## src/rtl/scr_nrzi_pkg.sv

```systemverilog
package scr_nrzi_pkg;

   localparam int CHR_W_DEF    = 10;
   localparam int LFSR_LEN_DEF = 9;
   localparam int LFSR_TAP_DEF = 4;

   // Maps transmit step n to the word bit sent at that step.
   function automatic int tx_pos(input int n, input int w, input bit lsb_first);
      return lsb_first ? n : (w - 1 - n);
   endfunction

endpackage

```

## src/rtl/scr_in_reg.sv

```systemverilog
module scr_in_reg #(
   parameter int W = scr_nrzi_pkg::CHR_W_DEF
) (
   input  logic         clk_i,
   input  logic         rst_ni,
   input  logic [W-1:0] chr_i,
   input  logic         raw_i,
   input  logic         pkt_i,
   output logic [W-1:0] chr_q_o,
   output logic         raw_q_o,
   output logic         pkt_q_o
);

   always_ff @(posedge clk_i or negedge rst_ni) begin
      if (!rst_ni) begin
         chr_q_o <= '0;
         raw_q_o <= 1'b0;
         pkt_q_o <= 1'b0;
      end else begin
         chr_q_o <= chr_i;
         raw_q_o <= raw_i;
         pkt_q_o <= pkt_i;
      end
   end

endmodule

```

## src/rtl/scr_lfsr_par.sv

```systemverilog
module scr_lfsr_par
   import scr_nrzi_pkg::*;
#(
   parameter int W         = CHR_W_DEF,
   parameter int LEN       = LFSR_LEN_DEF,
   parameter int TAP       = LFSR_TAP_DEF,
   parameter bit LSB_FIRST = 1'b1
) (
   input  logic         clk_i,
   input  logic         rst_ni,
   input  logic         adv_i,
   input  logic [W-1:0] din_i,
   output logic [W-1:0] dout_o
);

   localparam int EXT_W = LEN + W;
   localparam int LAST  = tx_pos(W - 1, W, LSB_FIRST);

   if (W < 1) begin : g_bad_w
      $error("scr_lfsr_par: W must be at least 1");
   end
   if (TAP < 1 || TAP >= LEN) begin : g_bad_tap
      $error("scr_lfsr_par: TAP must lie in 1..LEN-1");
   end

   // hist_q[k-1] holds the scrambled bit sent k bit-times ago
   logic [LEN-1:0] hist_q;
   logic [LEN-1:0] hist_d;

   // ext[LEN-k] is history k bits back, ext[LEN+i] is step i of this character
   always_comb begin
      logic [EXT_W-1:0] ext;
      ext = '0;
      for (int k = 1; k <= LEN; k++) begin
         ext[LEN-k] = hist_q[k-1];
      end
      for (int i = 0; i < W; i++) begin
         ext[LEN+i] = din_i[tx_pos(i, W, LSB_FIRST)] ^ ext[LEN+i-TAP] ^ ext[i];
      end
      for (int i = 0; i < W; i++) begin
         dout_o[tx_pos(i, W, LSB_FIRST)] = ext[LEN+i];
      end
      for (int k = 1; k <= LEN; k++) begin
         hist_d[k-1] = ext[EXT_W-k];
      end
   end

   always_ff @(posedge clk_i or negedge rst_ni) begin
      if (!rst_ni) begin
         hist_q <= '0;
      end else if (adv_i) begin
         hist_q <= hist_d;
      end
   end

   // history frozen on raw cycles
   p_hist_hold_r6: assert property (@(posedge clk_i) disable iff (!rst_ni)
      !adv_i |=> $stable(hist_q))
      else $error("p_hist_hold_r6");

   // newest history bit is the last bit sent of the previous coded character
   p_hist_link_r8: assert property (@(posedge clk_i) disable iff (!rst_ni)
      adv_i |=> hist_q[0] == $past(dout_o[LAST]))
      else $error("p_hist_link_r8");

endmodule

```

## src/rtl/scr_nrzi_stage.sv

```systemverilog
module scr_nrzi_stage
   import scr_nrzi_pkg::*;
#(
   parameter int W         = CHR_W_DEF,
   parameter bit LSB_FIRST = 1'b1,
   parameter bit NRZI_EN   = 1'b1
) (
   input  logic         clk_i,
   input  logic         rst_ni,
   input  logic         adv_i,
   input  logic [W-1:0] din_i,
   output logic [W-1:0] dout_o
);

   localparam int LAST = tx_pos(W - 1, W, LSB_FIRST);

   if (NRZI_EN) begin : g_nrzi
      logic lvl_q;
      logic lvl_d;

      always_comb begin
         logic run;
         run = lvl_q;
         for (int i = 0; i < W; i++) begin
            run = run ^ din_i[tx_pos(i, W, LSB_FIRST)];
            dout_o[tx_pos(i, W, LSB_FIRST)] = run;
         end
         lvl_d = run;
      end

      always_ff @(posedge clk_i or negedge rst_ni) begin
         if (!rst_ni) begin
            lvl_q <= 1'b0;
         end else if (adv_i) begin
            lvl_q <= lvl_d;
         end
      end

      // line level seeding the next character is the last coded bit
      p_lvl_seed_r3: assert property (@(posedge clk_i) disable iff (!rst_ni)
         adv_i |=> lvl_q == $past(dout_o[LAST]))
         else $error("p_lvl_seed_r3");

      // line level frozen on raw cycles
      p_lvl_hold_r6: assert property (@(posedge clk_i) disable iff (!rst_ni)
         !adv_i |=> $stable(lvl_q))
         else $error("p_lvl_hold_r6");
   end else begin : g_plain
      logic unused_ok;
      assign unused_ok = clk_i ^ rst_ni ^ adv_i;
      assign dout_o    = din_i;
   end

endmodule

```

## src/rtl/sync_scrambler_nrzi.sv

```systemverilog
module sync_scrambler_nrzi
   import scr_nrzi_pkg::*;
#(
   parameter int W         = CHR_W_DEF,
   parameter int LEN       = LFSR_LEN_DEF,
   parameter int TAP       = LFSR_TAP_DEF,
   parameter bit LSB_FIRST = 1'b1,
   parameter bit NRZI_EN   = 1'b1
) (
   input  logic         clk_i,
   input  logic         rst_ni,
   input  logic [W-1:0] chr_i,
   input  logic         raw_i,
   input  logic         pkt_mode_i,
   output logic [W-1:0] word_o
);

   logic [W-1:0] chr_q;
   logic         raw_q;
   logic         pkt_q;
   logic         take_raw;
   logic         adv;
   logic [W-1:0] scr_w;
   logic [W-1:0] enc_w;
   logic [W-1:0] word_d;
   logic [W-1:0] word_q;

   scr_in_reg #(.W(W)) in_reg_i (
      .clk_i   (clk_i),
      .rst_ni  (rst_ni),
      .chr_i   (chr_i),
      .raw_i   (raw_i),
      .pkt_i   (pkt_mode_i),
      .chr_q_o (chr_q),
      .raw_q_o (raw_q),
      .pkt_q_o (pkt_q)
   );

   // packet mode overrides the raw select
   assign take_raw = pkt_q | raw_q;
   assign adv      = ~take_raw;

   scr_lfsr_par #(.W(W), .LEN(LEN), .TAP(TAP), .LSB_FIRST(LSB_FIRST)) scr_i (
      .clk_i  (clk_i),
      .rst_ni (rst_ni),
      .adv_i  (adv),
      .din_i  (chr_q),
      .dout_o (scr_w)
   );

   scr_nrzi_stage #(.W(W), .LSB_FIRST(LSB_FIRST), .NRZI_EN(NRZI_EN)) nrzi_i (
      .clk_i  (clk_i),
      .rst_ni (rst_ni),
      .adv_i  (adv),
      .din_i  (scr_w),
      .dout_o (enc_w)
   );

   assign word_d = take_raw ? chr_q : enc_w;

   always_ff @(posedge clk_i or negedge rst_ni) begin
      if (!rst_ni) begin
         word_q <= '0;
      end else begin
         word_q <= word_d;
      end
   end

   assign word_o = word_q;

   // raw select without packet mode copies the registered character
   p_raw_copy_r4: assert property (@(posedge clk_i) disable iff (!rst_ni)
      (raw_q && !pkt_q) |=> word_q == $past(chr_q))
      else $error("p_raw_copy_r4");

   // packet mode always copies, raw select irrelevant
   p_pkt_copy_r5: assert property (@(posedge clk_i) disable iff (!rst_ni)
      pkt_q |=> word_q == $past(chr_q))
      else $error("p_pkt_copy_r5");

endmodule

```

## config.mk

```make
export PLATFORM = sky130hd
export DESIGN_NAME = sync_scrambler_nrzi
export DESIGN_NICKNAME = d
export VERILOG_FILES = /design/src/rtl/scr_nrzi_pkg.sv /design/src/rtl/scr_in_reg.sv /design/src/rtl/scr_lfsr_par.sv /design/src/rtl/scr_nrzi_stage.sv /design/src/rtl/sync_scrambler_nrzi.sv
export SDC_FILE = /design/constraint.sdc
export NUM_CORES = 1
export LEC_CHECK = 0
export BUFFER_PORTS_ARGS = -buffer_cell sky130_fd_sc_hd__buf_2
export CAP_MARGIN = 20
export CORE_MARGIN = 4
export CORE_UTILIZATION = 55
export DETAILED_ROUTE_END_ITERATION = 6
export PLACE_DENSITY = 0.77
export SLEW_MARGIN = 20
export SYNTH_ARGS = -nofsm -noshare
export SYNTH_HDL_FRONTEND = slang
export SYNTH_SLANG_ARGS = --single-unit
```

## constraint.sdc

```tcl
create_clock -name clk_i -period 3.8 [get_ports clk_i]
set_input_delay 0.57 -clock clk_i [delete_from_list [all_inputs] [get_ports clk_i]]
set_output_delay 0.57 -clock clk_i [all_outputs]
set_load 0.02 [all_outputs]
```

== Word-level counts from Yosys, hierarchy flattened ==
Cells that the tools add are included.
Cells by class
  muxes and demuxes: 1
  bitwise gates (word level): 31
Operator list (count)
  XOR 1 bit: 30
  2-to-1 mux 10 bit: 1
  OR 1 bit: 1
Word-level totals
  output and inout bits: 10
  bits of input ports: 14
  register bits after elaboration: 32

== Longest topological paths before layout ==
Gate-level depths: netlist (run 1).
  word-level depth: 13
  mapped depth: 5

== Modules after synthesis ==
Synthesis (run 1) repeated with hierarchy kept, for this count alone.
Unflattened totals
  cells, all modules: 91
  area total of the unflattened synthesis: 1502.7 um^2
Modules (own cells, without submodules)
  scr_lfsr_par: cells each 37, times used 1, area each 545.5 um^2, sequential area each 225.2 um^2
  sync_scrambler_nrzi: cells each 22, times used 1, area each 417.9 um^2, sequential area each 250.2 um^2
  scr_in_reg: cells each 12, times used 1, area each 300.3 um^2, sequential area each 300.3 um^2
  scr_nrzi_stage: cells each 20, times used 1, area each 239.0 um^2, sequential area each 25.0 um^2

== Least setup slack after synthesis (run 1) ==
OpenSTA, ideal clock, no wires.
  path kind: reg2reg
  start point: register scr_i.hist_q[3]
  end point: register word_q[9], in the netlist word_o[9]
  library setup time: 79 ps
  period minus slack after synthesis: 2049 ps
  path slack: 1751 ps
  data required time: 3721 ps
  data arrival time: 1970 ps
  cell stages (with the launch flop): 6
  buffers on the path: 0
  path through: dfrtp_1 xnor3_2 xnor3_2 xnor3_1 nor2_1 xor2_1
On the way
  longest elaborated chain between the ends: 13
  elaborated cells on any way between the ends: 20
  those cells by class: 1 x mux; 19 x bitwise
RTL lines
  start, declared: RTL line scr_lfsr_par.sv:27  | logic [LEN-1:0] hist_q;
  start signal, assigned: RTL line scr_lfsr_par.sv:52  | hist_q <= hist_d;
  XOR 1 bit (2 in a row): RTL line scr_lfsr_par.sv:38  | ext[LEN+i] = din_i[tx_pos(i, W, LSB_FIRST)] ^ ext[LEN+i-TAP] ^ ext[i];
  XOR 1 bit (9 in a row): RTL line scr_nrzi_stage.sv:25  | run = run ^ din_i[tx_pos(i, W, LSB_FIRST)];
  XOR 1 bit *: RTL line scr_nrzi_stage.sv:25
  2-to-1 mux 10 bit *: RTL line sync_scrambler_nrzi.sv:59  | assign word_d = take_raw ? chr_q : enc_w;
  net word_d[9]: RTL line sync_scrambler_nrzi.sv:25  | logic [W-1:0] word_d;
  end signal, assigned: RTL line sync_scrambler_nrzi.sv:65  | word_q <= word_d;
  end, declared: RTL line sync_scrambler_nrzi.sv:26  | logic [W-1:0] word_q;
The timed path passes the listed nets; every way through them passes the cells marked *.
A chain may end at the register's enable or synchronous reset.

== Worst setup path in the final report (run 1) ==
Ends and elaborated chain as after synthesis.

==> run metrics, run 1 <==
GPL Wtd Cong=0.7705; clk buf depth=2; Synth Instances=116; critical path startpoint=scr_i.hist_q[3]; WP data required=4050 ps; io pins=24; fillcell total=199; largest delay contributor family on the critical path=XOR/XNOR gates; initial antenna violation count=0; Buf+Inv Stages, Crit Path=0; area grow syn2layout=12.03%; TNS Setup=0 ps; Initial Util=approximately three fifths; number of synthesized register bits=32; post-place setup slack=1611 ps; antenna-violating nets left=0; Crit. End Element=flip-flop; crit path DAT=2450 ps; Core Box Area=0.002590 mm2; Max FO, Critical Path=7; Hold Crit Class=input pin to async pin; first-pass GRT wire length=3.933 mm; Crit path top cell by count=xnor3_2; grt ovf=0; Reg-to-Reg End=word_o[9]; footprint of the multi-input gates=737.0 um2; status=finished, final reports clean; Hold Buf Count CTS=0; H-tree depth=2; launching element type of the critical path=flip-flop; Die H=61.09 um; CTS Root Cell=clkbuf_4; reg-to-reg startpoint=scr_i.hist_q[3]; Final min period=2203 ps; nets=157; global-route usage over all layers=15.67%; Seq. cell area=800.8 um2; Avg Inst Size Synth=between 10 and 15 um2; Reg clk slew, reported paths=90 ps; Post-route DRC=0; Final Hold Fails=0; setup bufs post-CTS=0; HPWL after DPL=1.799 mm; Iter 0 DRT Violations=11; port bufs=23; largest net degree at the start of global routing=33; chip width=61.09 um; routed wire length per instance=14.00 um; Clk Latency, worst-skew pair=320 ps; first-pass iteration count of the detailed router=4; count of cell types in the netlist=14; Post-Route WL=2.422 mm; crit path cell chain=xnor3_2 -> xnor3_2 -> xnor3_1 -> nor2_1 -> xor2_1; number of vias per cell=4.983; Synth Net Count=130; share of cells above drive strength 1=24.48%; Ant. Diodes=0; vias in the first global route=861; final slew viol count=0; Post-Syn Area=0.001550 mm2; Worst Reg-to-Reg Cells=5; CTS tree=built; Max stage delay cell, worst path=xnor3_2; Setup Viol. Count Final=0; worst-margin pin slew=672.6 ps; final worst path period share=57.96%; cell row count=18; warnings from Yosys=0; Worst Setup Path Type=flip-flop to flip-flop; Max-Cap Viols=0; final worst setup slack=1597 ps; slowest cell delay on critical path=540 ps; Num CTS Buffers=5; Worst R2R Setup Slack=1600 ps; post-synthesis sequential area ratio=51.65%; Die ar.=between 0.003 and 0.004 mm2; CTS Sinks=32; top achievable clock speed=~450 MHz; total vias in the final route=862; Slew headroom=55.16%; final setup skew=around 5.7 ps; RSZ-0062 raised after global routing=no; post-CTS sizing=0
-- metrics by stage --
stage / instances / hold slack [ps] / utilization [%] / cell area [um2]
global route: 173 / 314.1 / 67.05 / 1737
finish: 173 / 273.1 / 67.05 / 1737
floorplan: 116 / 274.4 / - / 1550
CTS: 173 / 284.6 / 67.05 / 1737
detailed placement: 166 / 479.2 / 65.27 / 1690
global placement: 166 / 471.6 / 65.27 / 1690
-- area by class of cell --
cell class              count  share of cell area [%]
repair buffers             23                   6.628
well taps                  30                   2.161
clock buffers               6                   2.378
flip-flops and latches     32                   46.11
multi-input cells          81                   42.44
clock inverters             1                  0.2882
-- per-layer routing --
| metal | up-vias | global-route usage (%) | share of wire, % |
|---|---|---|---|
| met2 | 19 | 26.28 | 51 |
| met4 | 0 | 6.502 | 2.2 |
| met5 | - | 0 | 0 |
| met1 | 413 | 17.20 | 41 |
| met3 | 5 | 7.128 | 6.3 |
| li1 | 425 | - | - |
-- flip-flops by register name, indices dropped and copies added, names as in the netlist --
register and count:
in_reg_i.chr_q_o 10, word_o 10, scr_i.hist_q 9, in_reg_i.pkt_q_o 1, in_reg_i.raw_q_o 1, nrzi_i.g_nrzi.lvl_q 1
-- synth_stat cells (all sizes together) --
library cell / n / area (um2)
xor3: 3 / 71.32
dfrtp: 32 / 800.8
xnor3: 10 / 231.5
clkbuf: 2 / 7.510
xor2: 5 / 43.79
or2: 1 / 6.260
nand2: 22 / 82.58
xnor2: 24 / 225.2
nor2: 3 / 11.26
o21ai: 13 / 65.06
buf: 1 / 5.000
-- logic make-up (layout without fill, tap and decap cells) --
family                    count (synthesis)  in the layout  share of synthesized area (%)
AOI/OAI and AO/OA                        13             13                          4.197
xor gates and xnor gates                 42             42                          36.88
DFF                                      32             32                          51.65
and+or+nand+nor                          26             26                          6.457
buffers and inverters                     3             30                         0.8070
-- worst max-delay path by stage --
stage	slack (ps)	cells after the start	end
floorplan	1750	5	word_o[9]
global placement	1690	5	word_o[9]
detailed placement	1610	5	word_o[4]
CTS	1590	5	word_o[9]
global route	1490	5	word_o[9]
finish	1600	5	word_o[9]
-- cells in the final DEF (no fill, tap or decap) --
cell	n
xor3_1	3
xnor2_1	22
clkinv_2	1
dfrtp_1	32
xnor2_2	2
xnor3_4	1
nand2_1	22
xnor3_1	7
clkbuf_4	5
buf_2	23
nor2_1	3
or2_2	1
xnor3_2	2
o21ai_0	13
clkbuf_1	1
xor2_1	5
Power of run 1 is left out: the tool's default activity adds up to more than one toggle a clock period on the data nets, which glitch-free logic cannot reach.
==> inputs of run 2 (changes only) <==
ABC_AREA = 1   (was default)
CORE_UTILIZATION = 50   (was 55)
PLACE_DENSITY = 0.73   (was 0.77)
clock period = 1.9 ns   (was 3.8 ns; I/O delays follow)
==> run 2 against run 1 <==
  * The run now ends with hold timing, setup timing left
  * Synthesized cell count up 36%
  * Final area up 42%
  * Core utilization up 14 points
==> run metrics, run 2 <==
Max-Cap Viols=0 (unchanged); number of synthesized register bits=32 (unchanged); Post-Synth XOR/XNOR Area=10.71% (-26 points); largest net degree at the start of global routing=33 (unchanged); final worst setup slack=-418.5 ps (-2016 ps); CTS tree=built; final slew viol count=0 (unchanged); Reg clk slew, reported paths=100 ps (about the same); Final min period=2318 ps (+116.0 ps); Setup Viol. Count Final=8 (+8); post-synthesis mux area share=0% (unchanged); top-area cell type share of the netlist area=50.39% (-1.3 points); Final Cell Area=0.002466 mm2 (+42%); final worst path period share=122.0% (+64 points); count leader, synth=dfrtp_1; Synth Area in Compound Gates=5.512% (+1.3 points); GPL Wtd Cong=0.9182 (+19%); Synth Net Count=172 (+32%); largest family of logic cells by synthesized area=simple AND/OR/NAND/NOR gates; post-synthesis sequential area ratio=50.39% (-1.3 points); Die ar.=0.004144 mm2 (+11%); worst-margin pin slew=713.5 ps (+40.90 ps); WP data required=2160 ps (-1890 ps); Worst Setup Path Type=flip-flop to flip-flop; area grow syn2layout=55.20%; Ant. Diodes=0 (unchanged); first-pass iteration count of the detailed router=4 (unchanged); Avg Inst Size Synth=10.06 um2 (-25%); Synth Instances=158 (+36%); total vias in the final route=1402 (+63%); crit path DAT=2580 ps (+130 ps); nets=243 (+55%); Placed Area=0.001984 mm2 (+17%); chip width=64.38 um (+5.4%); routed wire length per instance=16.14 um (+15%); final setup skew=3.253 ps (-2.470 ps); H-tree depth=2 (unchanged); Final Hold Fails=32 (+32); Num CTS Buffers=5 (unchanged); io pins=24 (unchanged); port bufs=23 (unchanged); Synth Flop Type=dfrtp_1; Clk Latency, worst-skew pair=340 ps (+20 ps); Synth area leaders=dfrtp_1, nand3_2, nand2_1; Post-Route WL=4.421 mm (+83%); Post-Syn Area=0.001589 mm2 (+2.5%); Slew headroom=52.43% (-2.7 points); violated checks=hold timing, setup timing; Iter 0 DRT Violations=100 (+89); Post-Synth Simple-Gate Area=29.06% (+23 points); CTS Sinks=32 (unchanged); WHS=-15.74 ps (-288.8 ps); initial antenna violation count=0 (unchanged); Synth Area in Adders=0% (unchanged); CTS Root Cell=clkbuf_4; antenna-violating nets left=0 (unchanged); vias in the first global route=1474 (+71%); top achievable clock speed=431.3 MHz (-5.0%); commonest non-fill, non-tap cell in the layout=buf_4; share of cells above drive strength 1=57.83% (+33 points); Worst Reg-to-Reg Cells=16 (+11); RSZ-0062 raised after global routing=yes; status=complete, but fails checks; launching element type of the critical path=flip-flop; number of vias per cell=5.117 (+2.7%); Synth async-reset ratio=100.0% (unchanged); Yosys top cell by area=dfrtp_1; Core Box Area=0.003053 mm2 (+18%); Post-route DRC=0 (unchanged); synth cell count leaders=dfrtp_1, nand2_1, nand2_2, nand3_2; post-route insts no fill=274 (+58%); grt ovf=0 (unchanged); HPWL after DPL=2.357 mm (+31%); first-pass GRT wire length=6.651 mm (+69%); Max FO, Critical Path=4 (-3); Crit. End Element=flip-flop; EDFF count, synth=0 (unchanged); global-route usage over all layers=21.20% (+5.5 points); count of cell types in the netlist=20 (+6); Initial Util=52.05% (-7.8 points); total placed cells including tap cells=252 (+52%); cell row count=20 (+2); warnings from Yosys=0 (unchanged); post-place setup slack=-224.3 ps (-1836 ps); Die H=64.38 um (+5.4%); clk buf depth=2 (unchanged); Hold Crit Class=input pin to async pin; fillcell total=185 (-7.0%); most frequent cells in the layout=buf_4, dfrtp_1, buf_2, nand2_1, nand3_4
[run 2: kinds of logic after synthesis]
kind of cell,after synthesis
AND/OR/NAND/NOR,76
buffers and inverters,18
AO/OA/AOI/OAI,16
flip-flops,32
XOR/XNOR,16
[run 2: through the flow]
| stage | setup TNS [ps] | utilization [%] |
|---|---|---|
| 2_1_floorplan | -111.8 | - |
| 3_3_place_gp | -513.8 | 65.00 |
| 3_5_place_dp | -881.9 | 65.00 |
| 4_1_cts | -1018 | 76.48 |
| 5_1_grt | -3382 | 80.78 |
| 6_report | -2465 | 80.78 |
[run 2: worst max-delay path, cell delays in order, from the launching register on]
cell and delay, ps:
dfrtp_1 430, inv_2 110, nand2_4 70, nand2_4 70, nand2_4 80, nand3_1 140
nand3_4 150, nand2_4 150, nand2_4 80, nand3_4 80, nand3_4 140, nand2_4 130
nand2_4 80, nand3_4 90, nand3_4 100, buf_4 150, a31oi_1 170
[run 2: per-layer routing]
metal	part of all wire [%]	track usage [%]
met2	53	37.63
met5	0	0
met3	5.7	4.921
met1	38	23.65
met4	3.8	10.29
[run 2: repair_timing]
action / in CTS / in global routing
pin swaps: 5 / 6
gates cloned: 0 / 0
gates resized for setup: 34 / 18
setup buffers: 11 / 3
hold buffers: 0 / 0
setup endpoints to repair: 5 / 10
[run 2: path summary, 6_finish.rpt]
| kind | start | to | slack (ps) |
|---|---|---|---|
| max | in_reg_i.chr_q_o[0] | word_o[7] | -420 |
| min | rst_ni | in_reg_i.chr_q_o[1] | -20 |
| max reg2reg | in_reg_i.chr_q_o[0] | word_o[7] | -420 |
| min reg2reg | in_reg_i.chr_q_o[9] | word_o[9] | 510 |
| max in group asynchronous | rst_ni | word_o[3] | 1460 |
| min in group clk_i | chr_i[7] | in_reg_i.chr_q_o[7] | 40 |
[run 2: final cells by class]
class	instances	area [um2]	area share (%)
Sequential cell	32	800.8	32.47
Tap cell	44	55.05	2.232
Clock buffer	6	41.29	1.674
Timing Repair Buffer	67	456.7	18.52
Multi-Input combinational cell	108	1021	41.40
Inverter	15	56.30	2.283
Clock inverter	2	35.03	1.421
Power of run 2 is left out for the same reason.
